[src/rtl/fan_tach_monitor.sv]
module fan_tach_monitor #(
  parameter int NCH    = 12,
  parameter int CNT_W  = 13,
  parameter int MASK_W = 16
) (
  input  logic           clk,
  input  logic           rst_n,
  input  logic           tick,
  input  logic [NCH-1:0] tach,
  input  logic           reg_wr,
  input  logic           reg_rd,
  input  logic [7:0]     reg_addr,
  input  logic [7:0]     reg_wdata,
  output logic [7:0]     reg_rdata
);
  localparam int HI_W = 8;
  localparam int LO_W = CNT_W - HI_W;
  localparam int NSTAT = (NCH + 7) / 8;
  localparam int CNT_BASE  = 8'h00;
  localparam int LIM_BASE  = 8'h20;
  localparam int STAT_BASE = 8'h40;
  localparam int EN_BASE   = 8'h48;
  localparam logic [CNT_W-1:0] SAT = '1;

  logic [NCH-1:0] s1, s2, s3;
  logic [NCH-1:0] edge_det, en, alarm_set;
  logic [MASK_W-1:0] en_mask;
  logic [NCH*CNT_W-1:0] cnt_v, run_v, lim_v;
  logic [NCH*LO_W-1:0] snap_v;
  logic [NSTAT*8-1:0] stat, set_w;
  logic [7:0] rd_val;

  always_ff @(posedge clk or negedge rst_n)
    if (!rst_n) {s3, s2, s1} <= '0;
    else        {s3, s2, s1} <= {s2, s1, tach};

  assign edge_det = s2 & ~s3;
  assign en       = en_mask[NCH-1:0];
  assign set_w    = (NSTAT*8)'(alarm_set);

  for (genvar k = 0; k < NCH; k++) begin : g_ch
    localparam logic [7:0] A_CHI = 8'(CNT_BASE + 2*k);
    localparam logic [7:0] A_LHI = 8'(LIM_BASE + 2*k);
    logic [CNT_W-1:0] run_q, cnt_q, lim_q, nxt, ev_val;
    logic [LO_W-1:0]  snap_q;
    logic armed, sat_hit, capture, ev;

    assign nxt     = (run_q == SAT) ? SAT : run_q + CNT_W'(tick);
    assign sat_hit = tick && (run_q == SAT - 1'b1);
    assign capture = edge_det[k] && armed;
    assign ev      = capture || sat_hit;
    assign ev_val  = capture ? nxt : SAT;
    assign alarm_set[k] = en[k] && ev && (ev_val > lim_q);

    always_ff @(posedge clk or negedge rst_n)
      if (!rst_n) begin
        run_q <= '0;
        cnt_q <= '0;
        armed <= 1'b0;
      end else if (!en[k]) begin
        run_q <= '0;
        cnt_q <= '0;
        armed <= 1'b0;
      end else begin
        if (edge_det[k]) begin
          run_q <= '0;
          armed <= 1'b1;
        end else begin
          run_q <= nxt;
        end
        if (ev) cnt_q <= ev_val;
      end

    always_ff @(posedge clk or negedge rst_n)
      if (!rst_n) begin
        lim_q  <= SAT;
        snap_q <= '0;
      end else begin
        if (reg_wr && reg_addr == A_LHI)        lim_q[CNT_W-1:LO_W] <= reg_wdata;
        if (reg_wr && reg_addr == A_LHI + 8'd1) lim_q[LO_W-1:0]     <= reg_wdata[LO_W-1:0];
        if (reg_rd && reg_addr == A_CHI)        snap_q              <= cnt_q[LO_W-1:0];
      end

    assign cnt_v[k*CNT_W +: CNT_W] = cnt_q;
    assign run_v[k*CNT_W +: CNT_W] = run_q;
    assign lim_v[k*CNT_W +: CNT_W] = lim_q;
    assign snap_v[k*LO_W +: LO_W]  = snap_q;
  end

  always_ff @(posedge clk or negedge rst_n)
    if (!rst_n) begin
      stat    <= '0;
      en_mask <= '0;
    end else begin
      for (int b = 0; b < NSTAT; b++)
        stat[b*8 +: 8] <= ((reg_rd && reg_addr == 8'(STAT_BASE + b)) ? 8'h00 : stat[b*8 +: 8])
                          | set_w[b*8 +: 8];
      for (int b = 0; b < MASK_W/8; b++)
        if (reg_wr && reg_addr == 8'(EN_BASE + b)) en_mask[b*8 +: 8] <= reg_wdata;
    end

  always_comb begin
    rd_val = '0;
    for (int k = 0; k < NCH; k++) begin
      if (reg_addr == 8'(CNT_BASE + 2*k))     rd_val = cnt_v[k*CNT_W + LO_W +: HI_W];
      if (reg_addr == 8'(CNT_BASE + 2*k + 1)) rd_val = 8'(snap_v[k*LO_W +: LO_W]);
      if (reg_addr == 8'(LIM_BASE + 2*k))     rd_val = lim_v[k*CNT_W + LO_W +: HI_W];
      if (reg_addr == 8'(LIM_BASE + 2*k + 1)) rd_val = 8'(lim_v[k*CNT_W +: LO_W]);
    end
    for (int b = 0; b < NSTAT; b++)
      if (reg_addr == 8'(STAT_BASE + b)) rd_val = stat[b*8 +: 8];
    for (int b = 0; b < MASK_W/8; b++)
      if (reg_addr == 8'(EN_BASE + b)) rd_val = en_mask[b*8 +: 8];
  end

  always_ff @(posedge clk or negedge rst_n)
    if (!rst_n)      reg_rdata <= '0;
    else if (reg_rd) reg_rdata <= rd_val;
endmodule

[config.mk]
export PLATFORM = sky130hd
export DESIGN_NAME = fan_tach_monitor
export DESIGN_NICKNAME = d
export VERILOG_FILES = /design/src/rtl/fan_tach_monitor.sv
export SDC_FILE = /design/constraint.sdc
export NUM_CORES = 1
export LEC_CHECK = 0
export BUFFER_PORTS_ARGS = -buffer_cell sky130_fd_sc_hd__buf_2
export CORE_ASPECT_RATIO = 1.75
export CORE_MARGIN = 3
export CORE_UTILIZATION = 50
export CTS_CLUSTER_DIAMETER = 200
export CTS_CLUSTER_SIZE = 10
export DETAILED_ROUTE_END_ITERATION = 10
export HOLD_SLACK_MARGIN = 0.15
export PLACE_DENSITY_LB_ADDON = 0.2
export SLEW_MARGIN = 20
export SYNTH_ARGS = -nofsm -noshare
export SYNTH_HDL_FRONTEND = slang
export SYNTH_SLANG_ARGS = --single-unit
[constraint.sdc]
create_clock -name clk -period 9 [get_ports clk]
set_input_delay 0 -clock clk [delete_from_list [all_inputs] [get_ports clk]]
set_output_delay 0 -clock clk [all_outputs]
set_load 0.1 [all_outputs]
Yosys cells after proc, flatten, opt, wreduce, memory -nomap -nowiden. Cells that the tools add are included. Widths: inputs -> output; s select.

Mux-type cells: 150. Multipliers: 0. Divide/modulo/power cells: 0. Bitwise operators: 4. Add/subtract/negate cells: 12. Reduce and logical (&&, ||, !) cells: 101. Shifts and indexed selects: 0. $lt $le $gt $ge: 12. Equal/unequal tests: 99.

Operators by type and width (count): $mux 13 (72); $mux 8 (54); $eq 13x13->1 const B (24); $eq 8x6->1 const B (24); $add 13x1->13 (12); $gt 13x13->1 (12); $logic_and 1x1->1 (88); $eq 8x4->1 const B (8); $eq 8x5->1 const B (8); $eq 8x3->1 const B (4); $eq 8x7->1 const B (4); $mux 1 (24); $ne 2x1->1 const B (12); $ne 2x2->1 const B (12); $eq 8x2->1 const B (2); $and 12x12->12 (1); $logic_or 1x1->1 (12); $not 12->12 (1); $eq 8x1->1 const B (1); $logic_not 8->1 (1); $or 8x4->8 (1); $or 8x8->8 (1).

Bits of input ports: 33. ROM bits: 0. Latch bits: 0. Bits in registers: 616. Memories: 0. Output and inout bits: 8. RAM bits: 0. Word-level logic and storage cells: 457.

Longest topological paths before layout.
Word-level depth: 53. Gate-level depth with buffers: 17. Mapped depth without buffers: 16.

Worst setup path after synthesis. Ideal clock, no wire load.

Path type: register to register. Start: reg g_ch[9].run_q[5]. End: reg stat[9]. Path slack: 5.822 ns. Clock period less this slack: 3.178 ns. Cell stages (with the launch flop): 18. Library setup time: 0.124 ns. Path buffers: 2. Data required time: 8.876 ns. Arrival time: 3.054 ns. Cells stage by stage: dfrtp_1 > and3_1 > and3_1 > nand4_1 > or4_1 > clkbuf_1 > and2_1 > clkbuf_1 > nand2_1 > ha_1 > nor2b_1 > o21a_1 > o21a_1 > o211ai_1 > a21o_1 > a21oi_1 > o211ai_1 > nand2_1.

Longest elaborated chain between the ends: 6. Elaborated cells on any way between the ends: 11. Classes of those cells: add/sub (1); order compare (1); eq/ne (2); mux (2); bitwise (1); reduce/logical (4).

Ends and longest elaborated chain: start, declared (RTL line 44) `logic [CNT_W-1:0] run_q, cnt_q, lim_q, nxt, ev_val;`; start signal, assigned (RTL line 69) `run_q <= nxt;`; $add 13x1->13 (tied with other cells) (RTL line 48) `assign nxt = (run_q == SAT) ? SAT : run_q + CNT_W'(tick);`; $mux 13 / $logic_and 1x1->1 (equally long branches) (RTL line 48, 49); $mux 13 / $logic_or 1x1->1 (equally long branches) (RTL line 52, 51); $gt 13x13->1 / $logic_and 1x1->1 (equally long branches) (RTL line 53) `assign alarm_set[k] = en[k] && ev && (ev_val > lim_q);`; $logic_and 1x1->1 * (RTL line 53); $or 8x4->8 * (RTL line 97) `| set_w[b*8 +: 8];`; end signal, assigned by index (RTL line 96) `stat[b*8 +: 8] <= ((reg_rd && reg_addr == 8'(STAT_BASE + b)) ? 8'h00 : stat[b*8 +: 8])`; end, declared (RTL line 30) `logic [NSTAT*8-1:0] stat, set_w;`.

Mark *: on every way between the ends. The rest lies on a longest branch, timed or not. A chain may end at the register's enable or synchronous reset.

Worst setup path after layout. Ends and elaborated chain as after synthesis.

==> metrics.yaml <==
run_status:
  outcome: "completed"
power:
  irDropWorstVdd_mv: 0.1582
  total_leakage_power_nw: 17.62
  p_per_area_nw_per_um2: 163.0
sta:
  rsz0062_at_grt: "false"
  worst_slew_pin_slew_ps: 1168
  period_share_pct: 41.32
  timing_hold_violations_final: 0
  slew-limit-headroom_pct: 21.96
  skew_ps: 37.76
  setup_viol: 0
  maxSlewViolCount: 0
  fin_crit_ps: 3719
  tns_ps: 0
  fmax_ghz: 0.2689
  worst_slack_ps: 5281
  hold_slack_ps: 209.8
floorplan:
  fp-row-count: 125
  io_pins: 41
  core_sq_um: 66470
  start_util_pct: 50.66
  dieHeight_um: 349.3
  die-area_sq_um: 70620
  fp.dieW_um: 202.2
worst_setup_path:
  worstPathCellList: "and3_1 -> and3_1 -> nand4_1 -> or4_1 -> and2_1 -> nand2_1 -> ha_1 -> nor2b_1 -> o21a_1 -> o21a_1 -> o211ai_1 -> a21o_1 -> a21oi_1 -> o211ai_1 -> nand2_1"
  reg2reg_depth: 15
  r2r-start: "g_ch[9].run_q[5]"
  arrival_ps: 4250
  path_class: "register to register"
  max_stage_delay_ps: 750
  end_kind: "register"
  required_ps: 9530
  crit_path_max_fanout: 15
  setup.worst_path.start_class: "register"
  r2r_slack_ps: 5280
  slowest_stage: "or4_1"
  r2r-end: "stat[9]"
synth:
  yosys_warnings: 0
  syn_nets: 3488
  synth-seq-area-share_pct: 46.06
  syn-cell-area_sq_um: 33670
  syn_area_per_cell_sq_um: 10.28
  synth_edf_count: 0
  ys.flop_type: "dfrtp_1"
  synthDistinctLibCells: 94
  syn_inst: 3275
  ys_ff_latch: 612
  synthArstFlopShare_pct: 100.0
hold_path:
  hold_class: "primary input to register"
  holdPathEnd: "g_ch[7].lim_q[8]"
  hold_start: "reg_wdata[3]"
  hold_depth: 2
final_layout:
  fin_area_sq_um: 36980
  final_core_util_pct: 55.63
  nets: 3502
  syn_to_final_growth_pct: 9.821
  drive_above_1_share_pct: 17.29
  diodes: 0
grt:
  grt_use_total_pct: 32.23
  grt_max_degree: 144
  grt_pass1_wl_um: 173100
  antenna_found_initial: 1
  overflow: 0
  grt_pass1_vias: 28520
clocking:
  cts_tree: "yes"
  numCtsBuffers: 71
  clk_pin_slew_worst_paths_ps: 60
  insertion_delay_ps: 650
  clock_sinks: 612
  htree_num_levels: 3
  root_buffer: "clkbuf_16"
  clk_path_buf_depth: 3
placed_design:
  place_ws_ps: 5040
  dpl.hpwl_um: 84400
  portBuffers: 40
  placed_area_sq_um: 34530
  place_congestion: 1.037
detailed_routing:
  dr.first_iter.drc_count: 2391
  wl_per_cell_um: 27.06
  postRouteAntennaNets: 0
  remaining_drc_errors: 0
  dr.pass1.iters: 9
  drt-total-wl_um: 114600
  num_vias: 27320
  avgViaCountPerCell: 6.447
flow_run:
  maxCapViolCount: 0
-- per-stage QoR --
step,power (mW),instances
finish,6.028,4237
global route,6.212,4237
CTS,6.066,4237
detailed placement,3.364,4069
global placement,3.353,4069
floorplan,3.157,3275
-- cells by family (layout without fill, tap and decap cells) --
kind of cell	Yosys count	in the layout	share of synthesized area (%)
compound gates	860	860	18.25
xor+xnor	118	118	3.069
fa+ha+maj	180	180	6.688
buf+inv	353	426	4.206
flops	612	612	46.06
mux	252	252	8.372
simple gates	900	900	13.35
-- final cells by class --
| class | count | area, sq um |
|---|---|---|
| Sequential cell | 612 | 15510 |
| Multi-Input combinational cell | 2310 | 16760 |
| Tap cell | 889 | 1112 |
| Clock buffer | 124 | 1976 |
| Inverter | 190 | 713.2 |
| Clock inverter | 8 | 96.34 |
| Timing Repair Buffer | 104 | 813.3 |
| Fill cell | 5907 | 29490 |
-- routing by layer --
layer | GRT usage (%) | share of wire [%] | wire, um | vias up
met4 | 23.38 | 8.8 | 10070 | 2
li1 | - | - | - | 12010
met3 | 5.014 | 5.9 | 6793 | 497
met5 | 0 | 0.011 | 13 | -
met2 | 57.95 | 51 | 58460 | 1131
met1 | 34.09 | 34 | 39320 | 13680
-- layout by cell type (no fill, tap or decap), types with 44 or more instances in the layout --
cell type,instances
a21oi_1,257
mux2_2,228
inv_1,188
dfstp_2,156
o21ai_0,76
clkbuf_16,71
nand4_1,44
xnor2_1,59
ha_1,180
o211a_1,144
clkbuf_1,53
nor2_1,155
nand3_1,128
dfrtp_1,456
xor2_1,59
nand2_1,326
o21a_1,55
-- how the worst max path moves through the flow --
stage | start | endpoint
CTS | g_ch[9].run_q[5] | stat[9]
global route | g_ch[9].run_q[5] | stat[9]
detailed placement | reg_addr[5] | reg_rdata[2]
floorplan | g_ch[9].run_q[5] | stat[9]
finish | g_ch[9].run_q[5] | stat[9]
global placement | reg_addr[5] | reg_rdata[2]
-- cells in the mapped netlist, types with 8 or more instances --
library cell	count	share of area, %
a21o_1	22	0.49
or4_1	11	0.25
a2111o_1	12	0.40
dfstp_2	156	12
o21ai_1	20	0.30
nor2_1	155	1.7
o21ai_0	76	1.1
ha_1	180	6.7
a21oi_1	257	3.8
a31oi_1	27	0.50
a31o_2	8	0.21
a211oi_1	16	0.36
and3_1	35	0.65
o221a_2	12	0.40
o22ai_1	31	0.58
xnor2_1	59	1.5
and4_1	16	0.42
mux2i_1	15	0.45
a22oi_1	33	0.74
o221ai_1	18	0.47
nand2_1	326	3.6
nand2b_1	27	0.50
a221oi_1	17	0.44
o211ai_1	31	0.69
and2_1	13	0.24
nand4_1	44	0.82
xor2_1	59	1.5
clkbuf_1	109	1.2
mux2_2	228	7.6
nor3_1	40	0.59
nor2b_1	39	0.72
mux2_1	9	0.30
buf_2	34	0.51
nand3_1	128	1.9
buf_4	13	0.29
o211a_1	144	4.3
o2111ai_1	9	0.23
dfrtp_1	456	34
o21a_1	55	1.2
inv_1	188	2.1
-- sequential cells by signal (all words and copies together), names as in the netlist --
register	cells
en_mask	16
reg_rdata	8
s3	12
stat	12
g_ch.run_q	156
g_ch.armed	12
g_ch.cnt_q	156
g_ch.lim_q	156
g_ch.snap_q	60
s2	12
s1	12
-- power by group --
| group | switching [mW] | internal [mW] |
|---|---|---|
| Clock | 1.19 | 1.50 |
| Sequential | 0.0661 | 2.83 |
| Combinational | 0.309 | 0.136 |
-- critical path: cells and delay by family (launching register included) --
family | cells | cell delay (ps)
and+or+nand+nor | 8 | 2030
AOI/OAI and AO/OA | 6 | 890
adders and majority gates | 1 | 260
DFF | 1 | 410
-- repair_timing --
item                      4_1_cts  5_1_grt
resized for setup               0        0
buffers inserted                0        0
hold buffers                   36        0
hold endpoints to repair      315        0
(Power assumes the default switching activity.)
